**config.mk**
```make
export PLATFORM = sky130hd
export DESIGN_NAME = cpu_mailbox
export DESIGN_NICKNAME = d
export VERILOG_FILES = /design/src/rtl/mbx_pkg.sv /design/src/rtl/mbx_decode.sv /design/src/rtl/mbx_slot.sv /design/src/rtl/mbx_accept.sv /design/src/rtl/cpu_mailbox.sv
export SDC_FILE = /design/constraint.sdc
export NUM_CORES = 2
export LEC_CHECK = 0
export BUFFER_PORTS_ARGS = -buffer_cell sky130_fd_sc_hd__buf_2
export CORE_ASPECT_RATIO = 1.25
export CORE_MARGIN = 4
export CORE_UTILIZATION = 54
export DETAILED_ROUTE_END_ITERATION = 7
export PLACE_DENSITY_LB_ADDON = 0.08
export RECOVER_POWER = 25
export SETUP_SLACK_MARGIN = 0.05
export SKIP_CTS_REPAIR_TIMING = 1
export SYNTH_ARGS = -nofsm -noshare
export SYNTH_HDL_FRONTEND = slang
export SYNTH_SLANG_ARGS = --single-unit
```
**constraint.sdc**
```tcl
create_clock -name clk -period 35.5 [get_ports clk]
set_input_delay 3.55 -clock clk [delete_from_list [all_inputs] [get_ports clk]]
set_output_delay 3.55 -clock clk [all_outputs]
set_load 0.03 [all_outputs]
```
**src/rtl/mbx_pkg.sv**
```systemverilog
package mbx_pkg;
  localparam int ADDR_W   = 10;
  localparam int BUSY_BIT = 5;

  // address regions, addr[9:8]
  localparam logic [1:0] RG_DATA0 = 2'd0;
  localparam logic [1:0] RG_DATA1 = 2'd1;
  localparam logic [1:0] RG_BUSY  = 2'd2;
  localparam logic [1:0] RG_ALIAS = 2'd3;

  // slots in the alias region, addr[7:3]
  localparam logic [4:0] AL_DATA0 = 5'd0;
  localparam logic [4:0] AL_DATA1 = 5'd1;
  localparam logic [4:0] AL_BUSY  = 5'd2;
  localparam logic [4:0] AL_VEC   = 5'd3;

  typedef enum logic [2:0] {
    SEL_NONE  = 3'd0,
    SEL_DATA0 = 3'd1,
    SEL_DATA1 = 3'd2,
    SEL_BUSY  = 3'd3,
    SEL_VEC   = 3'd4
  } sel_e;
endpackage

```
**src/rtl/mbx_decode.sv**
```systemverilog
module mbx_decode
  import mbx_pkg::*;
#(
  parameter int NCPU  = 8,
  parameter int CPU_W = 3
) (
  input  logic [ADDR_W-1:0] addr,
  input  logic [CPU_W-1:0]  req_cpu,
  output sel_e              sel,
  output logic [CPU_W-1:0]  idx
);
  logic [4:0] slot;
  logic       slot_ok;
  logic       req_ok;

  assign slot    = addr[7:3];
  assign slot_ok = int'(slot) < NCPU;
  assign req_ok  = int'(req_cpu) < NCPU;

  always_comb begin
    sel = SEL_NONE;
    idx = '0;
    if (addr[2:0] == 3'd0) begin
      case (addr[9:8])
        RG_DATA0: if (slot_ok) begin sel = SEL_DATA0; idx = slot[CPU_W-1:0]; end
        RG_DATA1: if (slot_ok) begin sel = SEL_DATA1; idx = slot[CPU_W-1:0]; end
        RG_BUSY:  if (slot_ok) begin sel = SEL_BUSY;  idx = slot[CPU_W-1:0]; end
        default: begin
          case (slot)
            AL_DATA0: if (req_ok) begin sel = SEL_DATA0; idx = req_cpu; end
            AL_DATA1: if (req_ok) begin sel = SEL_DATA1; idx = req_cpu; end
            AL_BUSY:  if (req_ok) begin sel = SEL_BUSY;  idx = req_cpu; end
            AL_VEC:   sel = SEL_VEC;
            default:  sel = SEL_NONE;
          endcase
        end
      endcase
    end
  end
endmodule

```
**src/rtl/mbx_slot.sv**
```systemverilog
module mbx_slot #(
  parameter int SRC_W  = 5,
  parameter int DATA_W = 64
) (
  input  logic              clk,
  input  logic              rst_n,
  input  logic              load,
  input  logic [SRC_W-1:0]  src_in,
  input  logic [DATA_W-1:0] d0_in,
  input  logic [DATA_W-1:0] d1_in,
  input  logic              busy_we,
  input  logic              busy_wval,
  output logic              busy_q,
  output logic [SRC_W-1:0]  src_q,
  output logic [DATA_W-1:0] d0_q,
  output logic [DATA_W-1:0] d1_q
);
  logic busy_d;
  logic busy_en;

  // an accepted message wins over a software busy write
  always_comb begin
    busy_en = load | busy_we;
    busy_d  = load ? 1'b1 : busy_wval;
  end

  always_ff @(posedge clk or negedge rst_n) begin
    if (!rst_n) begin
      busy_q <= 1'b0;
    end else if (busy_en) begin
      busy_q <= busy_d;
    end
  end

  always_ff @(posedge clk or negedge rst_n) begin
    if (!rst_n) begin
      src_q <= '0;
      d0_q  <= '0;
      d1_q  <= '0;
    end else if (load) begin
      src_q <= src_in;
      d0_q  <= d0_in;
      d1_q  <= d1_in;
    end
  end
endmodule

```
**src/rtl/mbx_accept.sv**
```systemverilog
module mbx_accept #(
  parameter int NCPU  = 8,
  parameter int CPU_W = 3,
  parameter int VEC_W = 6
) (
  input  logic             clk,
  input  logic             rst_n,
  input  logic             msg_valid,
  input  logic [CPU_W-1:0] msg_cpu,
  input  logic [NCPU-1:0]  busy_vec,
  input  logic [VEC_W-1:0] vec_q,
  output logic [NCPU-1:0]  load_vec,
  output logic             ack_q,
  output logic             nack_q,
  output logic             post_valid_q,
  output logic [CPU_W-1:0] post_cpu_q,
  output logic [VEC_W-1:0] post_vec_q
);
  logic             cpu_ok;
  logic             tgt_busy;
  logic             accept;
  logic             reject;
  logic             ack_d;
  logic             nack_d;
  logic [CPU_W-1:0] post_cpu_d;
  logic [VEC_W-1:0] post_vec_d;

  always_comb begin
    cpu_ok   = int'(msg_cpu) < NCPU;
    tgt_busy = cpu_ok ? busy_vec[msg_cpu] : 1'b1;
    accept   = msg_valid & ~tgt_busy;
    reject   = msg_valid & tgt_busy;
  end

  for (genvar g = 0; g < NCPU; g++) begin : g_load
    assign load_vec[g] = accept && (msg_cpu == CPU_W'(g));
  end

  always_comb begin
    ack_d      = accept;
    nack_d     = reject;
    post_cpu_d = accept ? msg_cpu : '0;
    post_vec_d = accept ? vec_q : '0;
  end

  always_ff @(posedge clk or negedge rst_n) begin
    if (!rst_n) begin
      ack_q        <= 1'b0;
      nack_q       <= 1'b0;
      post_valid_q <= 1'b0;
      post_cpu_q   <= '0;
      post_vec_q   <= '0;
    end else begin
      ack_q        <= ack_d;
      nack_q       <= nack_d;
      post_valid_q <= ack_d;
      post_cpu_q   <= post_cpu_d;
      post_vec_q   <= post_vec_d;
    end
  end
endmodule

```
**src/rtl/cpu_mailbox.sv**
```systemverilog
module cpu_mailbox
  import mbx_pkg::*;
#(
  parameter  int NCPU   = 8,
  parameter  int SRC_W  = 5,
  parameter  int DATA_W = 64,
  parameter  int VEC_W  = 6,
  localparam int CPU_W  = (NCPU > 1) ? $clog2(NCPU) : 1,
  localparam int WR_W   = (VEC_W > BUSY_BIT + 1) ? VEC_W : BUSY_BIT + 1
) (
  input  logic              clk,
  input  logic              rst_n,
  input  logic              msg_valid,
  input  logic [CPU_W-1:0]  msg_cpu,
  input  logic [SRC_W-1:0]  msg_src,
  input  logic [DATA_W-1:0] msg_data0,
  input  logic [DATA_W-1:0] msg_data1,
  output logic              msg_ack,
  output logic              msg_nack,
  output logic              post_valid,
  output logic [CPU_W-1:0]  post_cpu,
  output logic [VEC_W-1:0]  post_vec,
  input  logic              reg_req,
  input  logic              reg_we,
  input  logic [ADDR_W-1:0] reg_addr,
  input  logic [CPU_W-1:0]  reg_cpu,
  input  logic [WR_W-1:0]   reg_wdata,
  output logic              reg_rvalid,
  output logic [DATA_W-1:0] reg_rdata
);
  // reset: asynchronous assert, synchronous release
  logic rst_meta;
  logic rst_s;

  always_ff @(posedge clk or negedge rst_n) begin
    if (!rst_n) begin
      rst_meta <= 1'b0;
      rst_s    <= 1'b0;
    end else begin
      rst_meta <= 1'b1;
      rst_s    <= rst_meta;
    end
  end

  // address decode
  sel_e             sel;
  logic [CPU_W-1:0] idx;
  logic             rd_req;
  logic             wr_req;

  mbx_decode #(.NCPU(NCPU), .CPU_W(CPU_W)) u_dec (
    .addr    (reg_addr),
    .req_cpu (reg_cpu),
    .sel     (sel),
    .idx     (idx)
  );

  assign rd_req = reg_req & ~reg_we;
  assign wr_req = reg_req & reg_we;

  // shared vector register
  logic [VEC_W-1:0] vec_q;
  logic [VEC_W-1:0] vec_d;
  logic             vec_en;

  always_comb begin
    vec_en = wr_req && (sel == SEL_VEC);
    vec_d  = reg_wdata[VEC_W-1:0];
  end

  always_ff @(posedge clk or negedge rst_s) begin
    if (!rst_s) begin
      vec_q <= '0;
    end else if (vec_en) begin
      vec_q <= vec_d;
    end
  end

  // accept / refuse and vector posting
  logic [NCPU-1:0] busy_vec;
  logic [NCPU-1:0] load_vec;
  logic [NCPU-1:0] busy_we;

  mbx_accept #(.NCPU(NCPU), .CPU_W(CPU_W), .VEC_W(VEC_W)) u_acc (
    .clk          (clk),
    .rst_n        (rst_s),
    .msg_valid    (msg_valid),
    .msg_cpu      (msg_cpu),
    .busy_vec     (busy_vec),
    .vec_q        (vec_q),
    .load_vec     (load_vec),
    .ack_q        (msg_ack),
    .nack_q       (msg_nack),
    .post_valid_q (post_valid),
    .post_cpu_q   (post_cpu),
    .post_vec_q   (post_vec)
  );

  // mailbox storage
  logic [SRC_W-1:0]  src_arr [NCPU];
  logic [DATA_W-1:0] d0_arr  [NCPU];
  logic [DATA_W-1:0] d1_arr  [NCPU];

  for (genvar g = 0; g < NCPU; g++) begin : g_slot
    assign busy_we[g] = wr_req && (sel == SEL_BUSY) && (idx == CPU_W'(g));

    mbx_slot #(.SRC_W(SRC_W), .DATA_W(DATA_W)) u_slot (
      .clk       (clk),
      .rst_n     (rst_s),
      .load      (load_vec[g]),
      .src_in    (msg_src),
      .d0_in     (msg_data0),
      .d1_in     (msg_data1),
      .busy_we   (busy_we[g]),
      .busy_wval (reg_wdata[BUSY_BIT]),
      .busy_q    (busy_vec[g]),
      .src_q     (src_arr[g]),
      .d0_q      (d0_arr[g]),
      .d1_q      (d1_arr[g])
    );
  end

  // registered read path
  logic [DATA_W-1:0] rd_word;
  logic [DATA_W-1:0] rdata_d;

  always_comb begin
    rd_word = '0;
    case (sel)
      SEL_DATA0: rd_word = d0_arr[idx];
      SEL_DATA1: rd_word = d1_arr[idx];
      SEL_BUSY: begin
        rd_word[BUSY_BIT]    = busy_vec[idx];
        rd_word[SRC_W-1:0]   = src_arr[idx];
      end
      SEL_VEC:   rd_word[VEC_W-1:0] = vec_q;
      default:   rd_word = '0;
    endcase
    rdata_d = rd_req ? rd_word : '0;
  end

  always_ff @(posedge clk or negedge rst_s) begin
    if (!rst_s) begin
      reg_rvalid <= 1'b0;
      reg_rdata  <= '0;
    end else begin
      reg_rvalid <= rd_req;
      reg_rdata  <= rdata_d;
    end
  end
endmodule

```
# Word level (Yosys, flattened, before mapping)
# Index checks and enable logic that the tools add are counted.
dict set report op_classes {
  n_reduce_logical 25
  magnitude_cmp 4
  n_eq_ne 23
  n_bitwise 15
  muxes 36
}
# operator n
set ops {}
lappend ops {{64-bit binary-select mux with 3-bit select} 2}
lappend ops {{64-bit 2-to-1 mux} 5}
lappend ops {{58-bit case mux with 2 select lines} 1}
lappend ops {{3-bit == test, second input constant} 9}
lappend ops {{6-bit case mux with 4 select lines} 1}
lappend ops {{3-bit by 2-bit == test with 1-bit output, second input constant} 6}
lappend ops {{1-bit logical AND} 18}
lappend ops {{3-bit 2-to-1 mux} 6}
lappend ops {{5-bit binary-select mux with 3-bit select} 1}
lappend ops {{3-bit case mux with 4 select lines} 1}
lappend ops {{1-bit 2-to-1 mux} 11}
lappend ops {{5-bit by 2-bit == test with 1-bit output, second input constant} 2}
lappend ops {{5-bit 2-to-1 mux} 2}
lappend ops {{3-bit by 1-bit == test with 1-bit output, second input constant} 3}
lappend ops {{3-bit logical NOT} 3}
lappend ops {{3-bit case mux with 3 select lines} 1}
lappend ops {{3-bit by 4-bit less-than comparator with 1-bit output, second input constant} 2}
lappend ops {{1-bit OR} 8}
lappend ops {{1-bit binary-select mux with 3-bit select} 2}
lappend ops {{6-bit 2-to-1 mux} 1}
lappend ops {{3-bit OR reduction} 2}
lappend ops {{5-bit by 1-bit == test with 1-bit output, second input constant} 1}
lappend ops {{5-bit logical NOT} 1}
lappend ops {{5-bit by 4-bit less-than comparator with 1-bit output, second input constant} 1}
lappend ops {{other kinds (8)} 13}
dict set report word_totals {
  output_inout_bits 77
  ff_bits 1156
}

# Longest topological paths before layout
dict set report depth {
  ltp_word 11
  mapped_depth 11
}

# Modules after synthesis
# From an unflattened synthesis, not the netlist that was laid out.
dict set report unflattened {
  hier_cells 3100
  area_unflattened_um2 52868.2
}
# mod cells_each seq_area_each_um2 n_inst area_per_inst_um2
set modules_own_cells {}
lappend modules_own_cells {mbx_slot 284 3353.2 8 5212.5}
lappend modules_own_cells {cpu_mailbox 748 1826.8 1 10436.3}
lappend modules_own_cells {mbx_accept 55 275.3 1 599.3}
lappend modules_own_cells {mbx_decode 25 0.0 1 132.6}

# Worst setup path before layout
# OpenSTA, ideal clock, no wires.
dict set report synth_timing {
  kind {input port to flip-flop}
  from {in msg_cpu[1]}
  to {reg g_slot[1].u_slot.d0_q[56]}
  required_time_ns 35.375
  t_arrival_ns 5.792
  setup_slack_ns 29.583
  path_stages 10
  path_buffers 4
  cell_sequence {buf_2 mux4_2 mux2i_4 and2_1 nand2b_1 buf_2 nor2_4 buf_2 buf_6 mux2_2}
}
dict set report synth_via {
  elab_chain_cells 5
}
# item line
set synth_rtl {}
lappend synth_rtl {{start, declared} cpu_mailbox.sv:14} ;# input logic [CPU_W-1:0] msg_cpu,
lappend synth_rtl {{1-bit binary-select mux with 3-bit select} mbx_accept.sv:30} ;# tgt_busy = cpu_ok ? busy_vec[msg_cpu] : 1'b1;
lappend synth_rtl {{1-bit 2-to-1 mux (not written as such)} mbx_accept.sv:30}
lappend synth_rtl {{1-bit inverter} mbx_accept.sv:31} ;# accept = msg_valid & ~tgt_busy;
lappend synth_rtl {{1-bit bitwise AND} mbx_accept.sv:31}
lappend synth_rtl {{via u_acc.accept} mbx_accept.sv:21} ;# logic accept;
lappend synth_rtl {{1-bit logical AND} mbx_accept.sv:36} ;# assign load_vec[g] = accept && (msg_cpu == CPU_W'(g));
lappend synth_rtl {{end signal, assigned} mbx_slot.sv:42} ;# d0_q <= d0_in;
lappend synth_rtl {{end, declared} mbx_slot.sv:15} ;# output logic [DATA_W-1:0] d0_q,
# The timed path passes the listed nets, and every way through them passes these cells. The select of a mux whose other input is x is not followed.
# A chain may end at the register's enable or synchronous reset.

==> metrics.txt <==
initial antenna violation count 39; HPWL Detailed 81100 um; Synth cell types 47; outcome finished, violations left; maxcap violations 7; CP required 36220 ps; layout cells sized above 1 34.2%; ys flop type dfrtp_1; Rel. slew slack -437%; Max Fclk 86.7 MHz; CP max FO 153; clk slew on worst S/H paths ~60 ps; global-route wire length before repair 227000 um; Post-DRT Antenna Nets 0; Slowest cell on crit path clkbuf_1; Vias/cell a little over 6; FILL cells 7993; WL final 148000 um; Placed Area between 0.05 and 0.06 mm2; Slew Viols, Final 633; Setup TNS Final 0 ps; most area-hungry cell type in the Yosys netlist dfrtp_1; WHS Path Cells 0; Overall Global Routing Usage 28.9%; Peak VDD IR about 48 uV; most used cell, CP clkbuf_1; RSZ-0062 raised after global routing no; Detailed Route Iter0 Violations 2073; area delta synth->final 11.0%; worst skew pair latency around 690 ps; worst hold path class reg2reg; Worst R2R Start rst_s; largest net degree at the start of global routing 155; critical path type reg2async; CP cell instances clkbuf_1 > clkbuf_1 > buf_4; fin area approximately 0.058 mm2; sequential element share of the synthesized area 55.5%; synth top area cells dfrtp_1, mux2_2, nand2_1; post-synth top area share 55.5%; clock buffer depth 3; drt drc 0; violated checks capacitance limit, slew limit; Worst setup SP type flop; average cell area after synthesis 12.4 um2; via count ~35000; endpoints failing setup 0; GPL Wtd Cong 0.796; RR Endpoint g_slot[1].u_slot.d0_q[20]; Worst EP arrival 12260 ps; YS warnings 0; Syn Inst Count roughly 4200; critical path's largest stage delay 5690 ps; # rows 127; PwrDens about 73 mW/mm2; vias in the first global route approximately 36000; Initial DRT Pass Iterations 5; number of synthesized flops with an enable pin 0; Routed WL per cell around 26 um; Min-Delay Endpoint rst_s; Final min period roughly 12000 ps; R2R setup slack 23960 ps; worst-margin pin slew 8050 ps; Core Area 0.0958 mm2; Clock Root Buffer clkbuf_16; nets roughly 4400; Max Clock Skew around 16 ps; synthesized net count 4363; Synth top cells by count dfrtp_1, mux2_2, nand2_1; IO Pins between 200 and 250; TritonCTS clock tree yes; CTS Sinks 1156; number of port buffers 236; Starting Density between 50% and 60%; Synth Cell Area 0.0521 mm2; Leakage about 25 nW; CTS buffer count 117; count leader, synth dfrtp_1; depth of the CTS H-tree 3; crit share post-route 32.5%; HP Start rst_meta; Die ar. roughly 0.10 mm2; Reg2Reg Depth 3; Post-synth ARST share 100%; chip width ~290 um; Die Height between 300 and 400 um; crit end category asynchronous set/reset pin; endpoints failing hold 0; post-synthesis register bit count roughly 1200; grt total ovfl 0
==> final cells by class <==
| class | instances | area, um2 | area share [%] |
|---|---|---|---|
| repair buffers | 292 | 1720 | 2.97 |
| well taps | 1290 | 1610 | 2.79 |
| diodes | 16 | 40.0 | 0.0692 |
| clock inverters | 42 | 463 | 0.801 |
| flip-flops and latches | 1156 | 28900 | 50.0 |
| multi-input cells | 2706 | 21600 | 37.4 |
| inverters | 6 | 22.5 | 0.0390 |
| clock buffers | 173 | 3430 | 5.93 |
==> placed cells by master, fill, tap and decap left out, types with 3 or more instances in the layout <==
cell | Yosys | layout
o22ai_1 | 59 | 59
nor4_1 | 7 | 7
nand2b_1 | 7 | 7
buf_2 | 85 | 235
mux2_1 | 68 | 68
o21ai_0 | 9 | 9
a2111oi_0 | 4 | 4
and2_1 | 5 | 3
mux2_2 | 1002 | 1002
a21oi_1 | 10 | 10
buf_4 | 12 | 39
a311oi_1 | 8 | 8
nand3_1 | 257 | 255
nand2_1 | 565 | 562
buf_12 | 0 | 11
bufinv_16 | 0 | 9
a211oi_1 | 242 | 242
nor3_1 | 15 | 15
nor2b_1 | 3 | 3
and3_1 | 132 | 132
clkinv_2 | 0 | 25
nand2_4 | 0 | 3
clkbuf_8 | 0 | 25
inv_1 | 6 | 6
nor2_4 | 2 | 7
diode_2 | 0 | 16
a31oi_1 | 131 | 131
clkbuf_16 | 0 | 119
mux2i_1 | 148 | 148
clkbuf_1 | 200 | 36
inv_6 | 0 | 5
dfrtp_1 | 1156 | 1156
==> kinds of logic (layout without fill, tap and decap cells) <==
logic type             count (synthesis)  count (layout)  share of synthesized area, %
other                                  1              17                       0.00720
multiplexers                        1221            1221                          26.1
AO/OA/AOI/OAI                        477             477                          6.38
AND/OR/NAND/NOR                     1007            1007                          8.78
flip-flops                          1156            1156                          55.5
buffers and inverters                341             513                          3.22
==> critical path, delay by kind of cell, from the launching register on <==
kind | cells | cell delay [ps]
flip-flops | 1 | 2010
buffers and inverters | 3 | 9340
==> per-stage QoR <==
| stage | util (%) | hold slack (ps) | total power, mW | setup WS [ps] | cells |
|---|---|---|---|---|---|
| after detailed placement | 56.3 | 336 | 3.02 | 26730 | 5450 |
| after CTS | 60.4 | 361 | 4.27 | 27470 | 5665 |
| after global routing | 60.3 | 378 | 4.49 | 21590 | 5674 |
| after global placement | 56.3 | 343 | 2.97 | 26740 | 5450 |
| after floorplan | - | 331 | 2.80 | 891 | 4203 |
| final | 60.3 | 359 | 4.24 | 23960 | 5681 |
==> flip-flops by register name, summed over array words and instances (netlist names), 3 cells and up <==
name / flops
g_slot.u_slot.d1_q: 512
reg_rdata: 64
u_acc.post_vec_q: 6
vec_q: 6
g_slot.u_slot.src_q: 40
u_acc.post_cpu_q: 3
g_slot.u_slot.busy_q: 8
g_slot.u_slot.d0_q: 512
==> report_power, final <==
group | total, mW | switching, mW | internal [mW]
logic | 0.872 | 0.348 | 0.524
registers | 2.12 | 0.258 | 1.86
clock network | 1.25 | 0.521 | 0.731
==> routing by layer <==
| metal | track usage [%] | part of all wire [%] |
|---|---|---|
| met5 | 0 | 0.047 |
| met4 | 9.88 | 3.4 |
| met3 | 3.48 | 4.1 |
| met2 | 50.2 | 50 |
| met1 | 37.9 | 42 |
==> worst max-delay path by stage <==
stage / depth (start not counted) / to / start / slack, ps
6_report: 3 / g_slot[1].u_slot.d0_q[20] / rst_s / 23960
5_1_grt: 3 / g_slot[7].u_slot.d0_q[20] / rst_s / 21590
4_1_cts: 12 / reg_rdata[9] / reg_addr[7] / 27470
3_5_place_dp: 12 / reg_rdata[9] / reg_addr[7] / 26730
3_3_place_gp: 12 / reg_rdata[9] / reg_addr[7] / 26740
2_1_floorplan: 0 / g_slot[0].u_slot.busy_q / rst_s / 890
Note: power is estimated with default switching activity, not from simulation.
